[src/rtl/cdrwd_pkg.sv]
package cdrwd_pkg;
    typedef enum logic [1:0] {
        SCAN_IDLE    = 2'd0,
        SCAN_PROBE   = 2'd1,
        SCAN_RECOVER = 2'd2
    } scan_state_t;
endpackage

[src/rtl/cdrwd_period_timer.sv]
module cdrwd_period_timer #(
    parameter int PERIOD_CYC = 250_000_000
) (
    input  logic clk,
    input  logic rst_n,
    input  logic run,
    output logic expire
);
    localparam int TW = (PERIOD_CYC > 2) ? $clog2(PERIOD_CYC) : 1;
    localparam logic [TW-1:0] LAST = TW'(PERIOD_CYC - 1);

    logic [TW-1:0] cnt;

    always_ff @(posedge clk or negedge rst_n) begin
        if (!rst_n)
            cnt <= '0;
        else if (!run || cnt == LAST)
            cnt <= '0;
        else
            cnt <= cnt + 1'b1;
    end

    assign expire = run && (cnt == LAST);

    AST_TIMER_RANGE: assert property (@(posedge clk) disable iff (!rst_n)
        cnt <= LAST);
    AST_TIMER_IDLE_CLR: assert property (@(posedge clk) disable iff (!rst_n)
        !run |=> cnt <= TW'(1));
endmodule

[src/rtl/cdrwd_sat_counter.sv]
module cdrwd_sat_counter #(
    parameter int W = 4
) (
    input  logic         clk,
    input  logic         rst_n,
    input  logic         bump,
    output logic [W-1:0] value
);
    localparam logic [W-1:0] TOP = {W{1'b1}};

    always_ff @(posedge clk or negedge rst_n) begin
        if (!rst_n)
            value <= '0;
        else if (bump && value != TOP)
            value <= value + 1'b1;
    end

    AST_CNT_SAT: assert property (@(posedge clk) disable iff (!rst_n)
        value == TOP |=> value == TOP);
    AST_CNT_HOLD: assert property (@(posedge clk) disable iff (!rst_n)
        !bump |=> $stable(value));
endmodule

[src/rtl/cdr_scan_watchdog.sv]
module cdr_scan_watchdog
    import cdrwd_pkg::*;
#(
    parameter int NUM_LANES  = 8,
    parameter int PERIOD_CYC = 250_000_000,
    parameter int CNT_W      = 4
) (
    input  logic                       clk,
    input  logic                       rst_n,
    input  logic                       enable,
    input  logic [NUM_LANES-1:0]       lane_init,
    input  logic [NUM_LANES-1:0]       lane_pwr,
    input  logic [NUM_LANES-1:0]       lane_locked,
    input  logic [NUM_LANES-1:0]       lane_busy,
    input  logic [NUM_LANES-1:0]       rst_done,
    output logic [NUM_LANES-1:0]       rx_rst_req,
    output logic [NUM_LANES*CNT_W-1:0] recov_cnt
);
    localparam int IW = $clog2(NUM_LANES);
    localparam logic [IW-1:0] LAST_LANE = IW'(NUM_LANES - 1);

    scan_state_t          state, state_n;
    logic [IW-1:0]        lane_idx, lane_idx_n;
    logic [NUM_LANES-1:0] bump;
    logic                 tick, advance, lane_active;

    cdrwd_period_timer #(.PERIOD_CYC(PERIOD_CYC)) u_timer (
        .clk    (clk),
        .rst_n  (rst_n),
        .run    (state == SCAN_IDLE && enable),
        .expire (tick)
    );

    assign lane_active = lane_init[lane_idx] & lane_pwr[lane_idx];

    always_comb begin
        state_n    = state;
        lane_idx_n = lane_idx;
        bump       = '0;
        advance    = 1'b0;
        unique case (state)
            SCAN_IDLE: begin
                if (tick) begin
                    state_n    = SCAN_PROBE;
                    lane_idx_n = '0;
                end
            end
            SCAN_PROBE: begin
                if (!lane_active)
                    advance = 1'b1;
                else if (lane_busy[lane_idx])
                    advance = 1'b0;
                else if (lane_locked[lane_idx])
                    advance = 1'b1;
                else begin
                    state_n        = SCAN_RECOVER;
                    bump[lane_idx] = 1'b1;
                end
            end
            SCAN_RECOVER: begin
                if (rst_done[lane_idx])
                    advance = 1'b1;
            end
            default: state_n = SCAN_IDLE;
        endcase
        if (advance) begin
            if (lane_idx == LAST_LANE || !enable) begin
                state_n    = SCAN_IDLE;
                lane_idx_n = '0;
            end else begin
                state_n    = SCAN_PROBE;
                lane_idx_n = lane_idx + 1'b1;
            end
        end
    end

    always_ff @(posedge clk or negedge rst_n) begin
        if (!rst_n) begin
            state    <= SCAN_IDLE;
            lane_idx <= '0;
        end else begin
            state    <= state_n;
            lane_idx <= lane_idx_n;
        end
    end

    always_comb begin
        rx_rst_req = '0;
        if (state == SCAN_RECOVER)
            rx_rst_req[lane_idx] = 1'b1;
    end

    for (genvar g = 0; g < NUM_LANES; g++) begin : g_cnt
        cdrwd_sat_counter #(.W(CNT_W)) u_cnt (
            .clk   (clk),
            .rst_n (rst_n),
            .bump  (bump[g]),
            .value (recov_cnt[g*CNT_W +: CNT_W])
        );
    end

    AST_ONE_REQ: assert property (@(posedge clk) disable iff (!rst_n)
        $onehot0(rx_rst_req));
    AST_REQ_NOT_BUSY: assert property (@(posedge clk) disable iff (!rst_n)
        |(rx_rst_req & ~$past(rx_rst_req)) |->
            ((rx_rst_req & $past(lane_busy)) == '0));
    AST_REQ_ELIGIBLE: assert property (@(posedge clk) disable iff (!rst_n)
        |(rx_rst_req & ~$past(rx_rst_req)) |->
            ((rx_rst_req & ~($past(lane_init) & $past(lane_pwr) & ~$past(lane_locked))) == '0));
    AST_HOLD_TO_DONE: assert property (@(posedge clk) disable iff (!rst_n)
        |($past(rx_rst_req) & ~rx_rst_req) |-> |($past(rx_rst_req) & $past(rst_done)));
endmodule

[config.mk]
export PLATFORM = sky130hd
export DESIGN_NAME = cdr_scan_watchdog
export DESIGN_NICKNAME = d
export VERILOG_FILES = /design/src/rtl/cdrwd_pkg.sv /design/src/rtl/cdrwd_period_timer.sv /design/src/rtl/cdrwd_sat_counter.sv /design/src/rtl/cdr_scan_watchdog.sv
export SDC_FILE = /design/constraint.sdc
export NUM_CORES = 1
export LEC_CHECK = 0
export ABC_AREA = 1
export BUFFER_PORTS_ARGS = -buffer_cell sky130_fd_sc_hd__buf_2
export CORE_MARGIN = 5
export CORE_UTILIZATION = 55
export DETAILED_ROUTE_END_ITERATION = 16
export PLACE_DENSITY_LB_ADDON = 0.05
export REMOVE_ABC_BUFFERS = 1
export SETUP_SLACK_MARGIN = 0.2
export SYNTH_ARGS = -nofsm -noshare
export SYNTH_HDL_FRONTEND = slang
export SYNTH_SLANG_ARGS = --single-unit
[constraint.sdc]
create_clock -name clk -period 2.1 [get_ports clk]
set_clock_uncertainty 0.05 [all_clocks]
set_input_delay 0.315 -clock clk [delete_from_list [all_inputs] [get_ports clk]]
set_output_delay 0.315 -clock clk [all_outputs]
set_load 0.05 [all_outputs]
==> results of run 1 <==
## worst paths after layout
path	start	endpoint	slack (ps)	cells after the start
setup / recovery	state[0]$_DFFE_PN0P_	rx_rst_req[3]	170	5
hold / removal	enable	u_timer.cnt[6]$_DFF_PN0_	190	3
setup reg to reg	lane_idx[1]$_DFFE_PN0P_	lane_idx[1]$_DFFE_PN0P_	190	13
hold reg to reg	u_timer.cnt[0]$_DFF_PN0_	u_timer.cnt[0]$_DFF_PN0_	420	1
max in group asynchronous	rst_n	lane_idx[1]$_DFFE_PN0P_	1220	3
min in group asynchronous	rst_n	u_timer.cnt[2]$_DFF_PN0_	470	3
## registers in the layout, indices dropped and copies added, names as in the netlist
register,cells
u_timer.cnt,28
g_cnt.u_cnt.value,32
state,2
lane_idx,3
## per-layer routing
metal	vias up	part of all wire [%]	global-route usage [%]	wire (µm)
li1	1840	-	-	-
met1	1769	45	33.2	4700
met2	120	46	33.6	4800
met3	14	6.8	5.13	701
met4	0	1.6	7.58	167
met5	-	0	0	0
## power breakdown
group	internal [mW]	switching (mW)	total, mW	leakage, nW
sequential	1.26	0.00309	1.26	0.888
clock	0.582	0.506	1.09	0.0985
combinational	0.0571	0.0831	0.140	1.68
## per-stage QoR
stage / setup TNS [ps] / utilization [%]
2_1_floorplan: -34.6 / -
3_3_place_gp: 0 / 64.9
3_5_place_dp: 0 / 64.9
4_1_cts: 0 / 70.1
5_1_grt: 0 / 76.3
6_report: 0 / 76.3
## layout make-up
| class | instances | area (µm²) |
|---|---|---|
| multi-input combinational | 362 | 2280 |
| sequential | 65 | 1630 |
| fill | 509 | 1620 |
| timing repair buffer | 106 | 668 |
| inverter | 67 | 282 |
| clock buffer | 10 | 138 |
| tap | 96 | 120 |
| clock inverter | 6 | 67.6 |
| timing repair inverter | 3 | 26.3 |
## logic make-up after synthesis
kind of cell	Yosys count	share of synthesized area, %
compound gates	32	5.44
flops	65	41.8
buf+inv	76	8.75
fa+ha+maj	16	5.15
simple gates	284	32.1
xor+xnor	30	6.76
## worst max-delay path: stages, from the launching register on
cell and delay, ps:
dfrtp_2 440, inv_2 80, ha_2 210, clkinv_4 130, nor2_2 170, buf_6 170
## repair_timing
action,CTS,global route
gates cloned,2,2
gates resized for setup,35,88
hold endpoints to repair,65,0
pin swaps,1,26
hold buffers,1,0
setup buffers,2,9
setup endpoints to repair,43,56
## placed cells by master (no fill, tap or decap), drive strengths merged
cell         instances
o21bai               1
a211oi               2
buf                105
xor2                10
clkinv               6
nand3               55
a21oi                9
nor3                10
clkbuf              10
ha                  16
a311oi               8
nand4               10
xnor2               20
dfrtp               65
o21a                 5
o21ai                6
dlygate4sd3          1
inv                 67
bufinv               1
nor4                 3
nand2              129
a31oi                1
nor3b                7
nor2                70
clkinvlp             2
==> impl_metrics.json, run 1 <==
{
  "status": "completed",
  "clk_latency_ps": 340,
  "place_hpwl_um": 6850,
  "antenna_found_initial": 0,
  "fin_nets": 673,
  "dp.cells": 683,
  "ys_top_cells_by_count": "nand2_1, dfrtp_1, nor2_1, inv_1, nand3_1",
  "io_pins": 83,
  "drcViolationCount": 0,
  "hold_violations": 0,
  "ys_seq_area_share_pct": 41.8,
  "critPathLaunchType": "flop",
  "min_path_type": "in2reg",
  "synth-main-ff-cell": "dfrtp_1",
  "whs_ps": 193,
  "worst_slack_ps": 174,
  "setup.worst_path.class": "reg2out",
  "wl_um": 10400,
  "grt_overflow_total": 0,
  "worstPathRequired_ps": 1740,
  "worst_pin_slew_ps": 415,
  "synth_area_leaders": "dfrtp_1, nand2_1, nand3_1",
  "syn_inst": 503,
  "cp-end-kind": "output pin",
  "gp_congestion": 0.919,
  "clock-sinks": 65,
  "fin_crit_ps": 1930,
  "power_leakage_nw": 2.67,
  "ys_seq_elements": 65,
  "synth.largest_area_cell": "dfrtp_1",
  "synth_edf_count": 0,
  "max-slew-margin-rel_pct": 72.3,
  "syn_area_mm2": 0.00389,
  "pre_cts_slack_ps": 22.9,
  "fp.dieW_um": 94.1,
  "start_util_pct": 56.9,
  "htreeDepth": 3,
  "grt_start_max_net_pins": 66,
  "fin_area_mm2": 0.00521,
  "area.growth.synth_to_final_pct": 34.1,
  "powerDensity_mw_per_mm2": 477,
  "ir_worst_vdd_v": 0.000399,
  "finalPower_mw": 2.49,
  "ys_types": 30,
  "antenna_left": 0,
  "fmax_mhz": 519,
  "routedWlPerCell_um": 14.5,
  "grt_use_total_pct": 22.8,
  "io_buffers": 82,
  "rsz0062_at_grt": "true",
  "first_pass_iters": 4,
  "die_area_mm2": 0.00885,
  "cts_buffer_depth": 2,
  "clk_pin_slew_ps": 80,
  "layout-drive-gt1-share_pct": 33.6,
  "setup-violations-final": 0,
  "rows": 30,
  "yosys_warnings": 0,
  "period_share_pct": 91.7,
  "synth.most_common_cell": "nand2_1",
  "syn_avg_cell_area_um2": 7.73,
  "die_h_um": 94.1,
  "dr.first_iter.drc_count": 245,
  "cts_buffers": 9,
  "synth-async-reset-ratio_pct": 100,
  "core_mm2": 0.00683,
  "cts_tree": "done",
  "diodes": 0,
  "avgViaCountPerCell": 5.23,
  "grt_pass1_wl_um": 15900,
  "clockRootBuffer": "clkbuf_8",
  "maxSlewViolCount": 0,
  "cp_max_fo": 9,
  "synth_top_area_share_pct": 41.8,
  "cp.arrival_ps": 1560,
  "grt_pass1_vias": 3331,
  "via_count": 3743,
  "place_area_mm2": 0.00443,
  "cap_violations": 0,
  "fin_cells": 715
}
No activity file was read; power rests on OpenSTA's default activity.
==> inputs of run 2 (changes only) <==
--- a/config.mk
+++ b/config.mk
@@ -6,7 +6,7 @@
 export NUM_CORES = 1
 export LEC_CHECK = 0
 export ABC_AREA = 1
-export BUFFER_PORTS_ARGS = -buffer_cell sky130_fd_sc_hd__buf_2
+export BUFFER_PORTS_ARGS = -buffer_cell sky130_fd_sc_hd__buf_4
 export CORE_MARGIN = 5
 export CORE_UTILIZATION = 55
 export DETAILED_ROUTE_END_ITERATION = 16
==> run 2 against run 1 <==
  * Critical path depth grew 6
  * Total power grew 0.20%
  * Largest power group unchanged
  * Hold slack gained 17 ps
==> impl_metrics.json, run 2 (same netlist as run 1, synthesis figures left out) <==
{
  "clock-sinks": 65,
  "grt_use_total_pct": 24.2,
  "clockPowerShare_pct": 43.0,
  "gp_congestion": 0.919,
  "cp-end-kind": "flop",
  "worstPathRequired_ps": 2310,
  "cts_buffer_depth": 2,
  "top_regs": "g_cnt.u_cnt.value (32), u_timer.cnt (28), lane_idx (3)",
  "fmax_mhz": 510,
  "diodes": 0,
  "status": "completed",
  "path_depth": 11,
  "final_common_cell": "nand2_1",
  "largest_reg_flops": 32,
  "regToRegSetupSlack_ps": 140,
  "worst_pin_slew_ps": 487,
  "area.growth.synth_to_final_pct": 39.3,
  "setup.worst_path.end": "g_cnt[4].u_cnt.value[3]$_DFFE_PN0P_",
  "critical_path.top_delay_family": "simple AND/OR/NAND/NOR gates",
  "dp.cells": 682,
  "crit_chain": "clkinv_8, nand2_1, nand3_1, nand2_1, nor2_1, nor2_2, nand2_2, clkinv_4, nand2_2, nor2_2, xor2_1",
  "fin_crit_ps": 1960,
  "rsz0062_at_grt": "true",
  "swShare_pct": 23.2,
  "ir_worst_vdd_v": 0.000487,
  "layout-drive-gt1-share_pct": 32.9,
  "setup-violations-final": 0,
  "powerDensity_mw_per_mm2": 460,
  "cp_max_fo": 26,
  "io_buffers": 82,
  "share_seq_of_total_power_pct": 50.5,
  "fillers": 453,
  "internal-power_mw": 1.91,
  "htreeDepth": 3,
  "grt_start_max_net_pins": 37,
  "fp.dieW_um": 94.1,
  "fin_cells": 716,
  "grt_overflow_total": 0,
  "clk_latency_ps": 340,
  "r2r-end": "g_cnt[4].u_cnt.value[3]$_DFFE_PN0P_",
  "drcViolationCount": 0,
  "critPathLaunchType": "flop",
  "start_util_pct": 56.9,
  "io_pins": 83,
  "fin_nets": 674,
  "antenna_left": 0,
  "rows": 30,
  "avgViaCountPerCell": 5.36,
  "place_hpwl_um": 7140,
  "grt_pass1_wl_um": 16800,
  "largest-register": "g_cnt.u_cnt.value",
  "setup.worst_path.class": "reg2reg",
  "startpoint": "lane_idx[0]$_DFFE_PN0P_",
  "power_frac_comb_pct": 6.5,
  "period_share_pct": 93.4,
  "first_pass_iters": 5,
  "min_path_type": "in2reg",
  "cts_tree": "done",
  "layout_common_cells": "nand2_1, buf_4, dfrtp_1",
  "grt_pass1_vias": 3556,
  "die_area_mm2": 0.00885,
  "wl_um": 11100,
  "cap_violations": 0,
  "routedWlPerCell_um": 15.6,
  "core_mm2": 0.00683,
  "p_sw_uw": 578,
  "r2r-start": "lane_idx[0]$_DFFE_PN0P_",
  "die_h_um": 94.1,
  "cp.arrival_ps": 2180,
  "via_count": 3840,
  "dr.first_iter.drc_count": 283,
  "setup_tns_ps": 0,
  "maxSlewViolCount": 0,
  "clk_pin_slew_ps": 70,
  "max_stage_delay_ps": 520,
  "clockRootBuffer": "clkbuf_8",
  "worst-r2r-cell-count": 11,
  "cts_buffers": 9,
  "hold_violations": 0,
  "crit_buf_inv": 2,
  "crit_slowest_cell": "dfrtp_2",
  "max-slew-margin-rel_pct": 67.5,
  "antenna_found_initial": 0,
  "power_leakage_nw": 2.69
}
[run 2: cell count changes in the layout (fill, tap and decap cells not counted), moves of 3 or more]
cell	before	now
buf_2	75	0
buf_4	17	89
clkinv_2	1	4
inv_2	9	5
nand2_2	13	17
nand2_4	4	1
nand3_1	51	54
nand3_2	4	0
[run 2: repair_timing]
item,CTS,global route
pin swaps,2,15
setup endpoints to repair,49,58
hold endpoints to repair,35,0
hold buffers,1,0
gates resized for setup,46,60
cloned,1,4
setup buffers,4,8
[run 2: cell type report]
type / count / area (µm²) / area share, %
clock buffer: 11 / 141 / 2.61
timing repair buffer: 107 / 931 / 17.2
timing repair inverter: 3 / 21.3 / 0.393
tap: 96 / 120 / 2.22
sequential: 65 / 1630 / 30.1
inverter: 67 / 288 / 5.31
clock inverter: 5 / 55.1 / 1.02
multi-input combinational: 362 / 2230 / 41.1
[run 2: worst reg2reg max path, delay by kind of cell (launching register included)]
kind / cells / cell delay, ps
AND/OR/NAND/NOR: 8 / 860
flip-flops: 1 / 520
buffers and inverters: 2 / 310
XOR/XNOR: 1 / 160
[run 2: power groups by stage]
stage	clock network [mW]	logic, mW	registers (mW)
global route	1.16	0.180	1.26
floorplan	0	0.0454	1.28
CTS	1.09	0.151	1.26
detailed placement	0	0.149	1.28
global placement	0	0.147	1.28
finish	1.07	0.162	1.26
[run 2: worst min-delay path by stage]
stage	from	end	depth (start not counted)
global placement	rst_n	u_timer.cnt[3]$_DFF_PN0_	1
global route	enable	u_timer.cnt[6]$_DFF_PN0_	3
finish	enable	u_timer.cnt[6]$_DFF_PN0_	3
CTS	enable	u_timer.cnt[6]$_DFF_PN0_	3
detailed placement	rst_n	u_timer.cnt[2]$_DFF_PN0_	1
floorplan	rst_n	g_cnt[0].u_cnt.value[0]$_DFFE_PN0P_	0
[run 2: metal layers]
| layer | wire (µm) | global-route usage [%] | vias up | part of all wire, % |
|---|---|---|---|---|
| met2 | 5450 | 38.3 | 149 | 49 |
| met1 | 4720 | 32.8 | 1818 | 42 |
| met5 | 0 | 0 | - | 0 |
| met3 | 739 | 4.65 | 24 | 6.6 |
| li1 | - | - | 1849 | - |
| met4 | 225 | 9.27 | 0 | 2.0 |
[run 2: metrics by stage]
stage / utilization (%) / setup WS, ps / hold WS (ps) / total power, mW / instance area [µm²]
3_3_place_gp: 67.9 / 85.4 / 250 / 1.43 / 4640
6_report: 79.3 / 138 / 210 / 2.49 / 5420
3_5_place_dp: 67.9 / -19.4 / 257 / 1.43 / 4640
2_1_floorplan: - / -8.65 / -30.6 / 1.33 / 3800
5_1_grt: 79.3 / -1.29 / 210 / 2.60 / 5420
4_1_cts: 74.8 / 155 / 196 / 2.50 / 5110
==> inputs of run 3 (changes only) <==
--- a/config.mk
+++ b/config.mk
@@ -7,7 +7,6 @@
 export LEC_CHECK = 0
 export ABC_AREA = 1
 export BUFFER_PORTS_ARGS = -buffer_cell sky130_fd_sc_hd__buf_4
-export CORE_MARGIN = 5
 export CORE_UTILIZATION = 55
 export DETAILED_ROUTE_END_ITERATION = 16
 export PLACE_DENSITY_LB_ADDON = 0.05
==> run 3 against run 2 <==
  * The flow now finishes with violations (negative hold slack)
  * Fmax rose by 1.7%
  * Critical path depth fell by 5
  * Flip-flop and latch count did not move
  * Core utilization fell by 0.80 points
  * Global-route usage rose by 2.6 points
  * Non-clock buffer count rose by 1
  * Clock power barely moved
  * Register-to-register slack improved by 30 ps
  * Total power fell by 0.72%
  * Via count rose by 0.63%
  * Largest power group unchanged
==> impl_metrics.json, run 3 (same netlist as run 1, synthesis figures left out) <==
{
  "status": "complete, but fails checks",
  "violations": "negative hold slack",
  "fmax_mhz": 518,
  "grt_use_total_pct": 26.8,
  "io_pins": 83,
  "layout_common_cells": "nand2_1, buf_4, dfrtp_1",
  "worst-r2r-cell-count": 13,
  "hold_violations": 4,
  "swShare_pct": 23.9,
  "share_seq_of_total_power_pct": 50.9,
  "fin_cells": 717,
  "clk_latency_ps": 340,
  "r2r-end": "state[0]$_DFFE_PN0P_",
  "postCtsHoldBufs": 0,
  "powerDensity_mw_per_mm2": 464,
  "worstPathRequired_ps": 1740,
  "top_regs": "g_cnt.u_cnt.value (32), u_timer.cnt (28), lane_idx (3)",
  "maxSlewViolCount": 0,
  "grt_overflow_total": 0,
  "clk_pin_slew_ps": 80,
  "dp.cells": 681,
  "cp-end-kind": "output pin",
  "start_util_pct": 57.2,
  "max_stage_delay_ps": 470,
  "gp_congestion": 0.914,
  "layout-drive-gt1-share_pct": 33.5,
  "power_frac_comb_pct": 6.3,
  "fin_util_pct": 78.5,
  "p_sw_uw": 591,
  "fin_crit_ps": 1930,
  "internal-power_mw": 1.88,
  "clockPowerShare_pct": 42.8,
  "worst_pin_slew_ps": 844,
  "avgViaCountPerCell": 5.39,
  "place_hpwl_um": 6660,
  "clock-sinks": 65,
  "largest_reg_flops": 32,
  "r2r-start": "lane_idx[2]$_DFFE_PN0P_",
  "crit_slowest_cell": "dfrtp_2",
  "io_buffers": 82,
  "whs_ps": -11.0,
  "htreeDepth": 3,
  "ir_worst_vdd_v": 0.000369,
  "cp.arrival_ps": 1560,
  "die_h_um": 86.1,
  "critical_path.top_delay_family": "flip-flops",
  "setup.worst_path.end": "rx_rst_req[5]",
  "grt_start_max_net_pins": 66,
  "rsz0062_at_grt": "true",
  "period_share_pct": 91.9,
  "min_path_type": "in2async",
  "cp_max_fo": 7,
  "diodes": 0,
  "routedWlPerCell_um": 14.4,
  "drcViolationCount": 0,
  "cts_buffers": 9,
  "core_mm2": 0.00679,
  "cap_violations": 0,
  "path_depth": 6,
  "final_common_cell": "nand2_1",
  "regToRegSetupSlack_ps": 170,
  "critPathLaunchType": "flop",
  "crit_chain": "inv_2, nor2_4, buf_6, nand2_4, nor2_4, buf_6",
  "dr.first_iter.drc_count": 219,
  "clockRootBuffer": "clkbuf_8",
  "area.growth.synth_to_final_pct": 37.2,
  "grt_pass1_vias": 3443,
  "power_leakage_nw": 2.67,
  "antenna_found_initial": 0,
  "fin_nets": 675,
  "die_area_mm2": 0.00741,
  "grt_pass1_wl_um": 15400,
  "max-slew-margin-rel_pct": 43.7,
  "cts_tree": "done",
  "setup.worst_path.class": "reg2out",
  "cts_buffer_depth": 2,
  "first_pass_iters": 5,
  "largest-register": "g_cnt.u_cnt.value",
  "wl_um": 10400,
  "fp.dieW_um": 86.1,
  "via_count": 3864,
  "rows": 30,
  "startpoint": "lane_idx[2]$_DFFE_PN0P_",
  "setup-violations-final": 0,
  "crit_buf_inv": 3,
  "antenna_left": 0
}
-- run 3: cell count changes in the layout (fill, tap and decap cells not counted), moves of 4 or more --
cell,previous run,this run
buf_4,89,97
a311oi_2,3,7
a311oi_4,5,1
nand2_1,111,107
-- run 3: worst min path at each step --
| stage | startpoint | to | slack (ps) | cells past startpoint |
|---|---|---|---|---|
| after floorplan | rst_n | g_cnt[0].u_cnt.value[0]$_DFFE_PN0P_ | -30 | 0 |
| after detailed placement | u_timer.cnt[0]$_DFF_PN0_ | u_timer.cnt[0]$_DFF_PN0_ | 410 | 1 |
| after global routing | rst_n | u_timer.cnt[0]$_DFF_PN0_ | 70 | 1 |
| after CTS | rst_n | u_timer.cnt[1]$_DFF_PN0_ | 40 | 1 |
| after global placement | rst_n | u_timer.cnt[2]$_DFF_PN0_ | 400 | 1 |
| final | rst_n | u_timer.cnt[2]$_DFF_PN0_ | -10 | 1 |
-- run 3: per-stage QoR --
| step | cell area (µm²) | setup slack [ps] | setup TNS [ps] | total power, mW |
|---|---|---|---|---|
| global placement | 4620 | 40.1 | 0 | 1.43 |
| detailed placement | 4620 | -59.8 | -203 | 1.43 |
| floorplan | 3800 | -8.65 | -34.6 | 1.33 |
| finish | 5330 | 171 | 0 | 2.47 |
| global route | 5330 | 6.84 | 0 | 2.56 |
| CTS | 5040 | 155 | 0 | 2.49 |
-- run 3: power by group through the flow --
| stage | registers [mW] | clock network [mW] | logic (mW) |
|---|---|---|---|
| floorplan | 1.28 | 0 | 0.0454 |
| global placement | 1.28 | 0 | 0.143 |
| detailed placement | 1.28 | 0 | 0.145 |
| CTS | 1.26 | 1.08 | 0.148 |
| global route | 1.26 | 1.12 | 0.176 |
| finish | 1.26 | 1.06 | 0.157 |
-- run 3: timing repair --
action / 4_1_cts / 5_1_grt
resized for setup: 42 / 63
endpoints found under the hold margin: 0 / 0
cloned: 3 / 1
pin swaps: 5 / 20
buffers inserted: 6 / 10
endpoints found under the setup margin: 48 / 53
-- run 3: cell type report --
| cell class | count | area (µm²) |
|---|---|---|
| tap | 96 | 120 |
| sequential | 65 | 1630 |
| clock inverter | 6 | 67.6 |
| fill | 455 | 1460 |
| inverter | 67 | 280 |
| timing repair inverter | 3 | 18.8 |
| clock buffer | 10 | 128 |
| multi-input combinational | 362 | 2230 |
| timing repair buffer | 108 | 861 |
-- run 3: metal layers --
metal / vias up / wire length [µm] / global-route usage, %
met5: - / 0 / 0
met4: 0 / 273 / 10.3
met3: 26 / 687 / 4.81
met2: 152 / 4930 / 44.6
met1: 1840 / 4460 / 34.8
li1: 1846 / - / -
-- run 3: worst reg2reg max path, delay by kind of cell (launching register included) --
| kind | cells | cell delay, ps |
|---|---|---|
| compound gates | 1 | 250 |
| buf+inv | 3 | 380 |
| flops | 1 | 480 |
| simple gates | 9 | 740 |
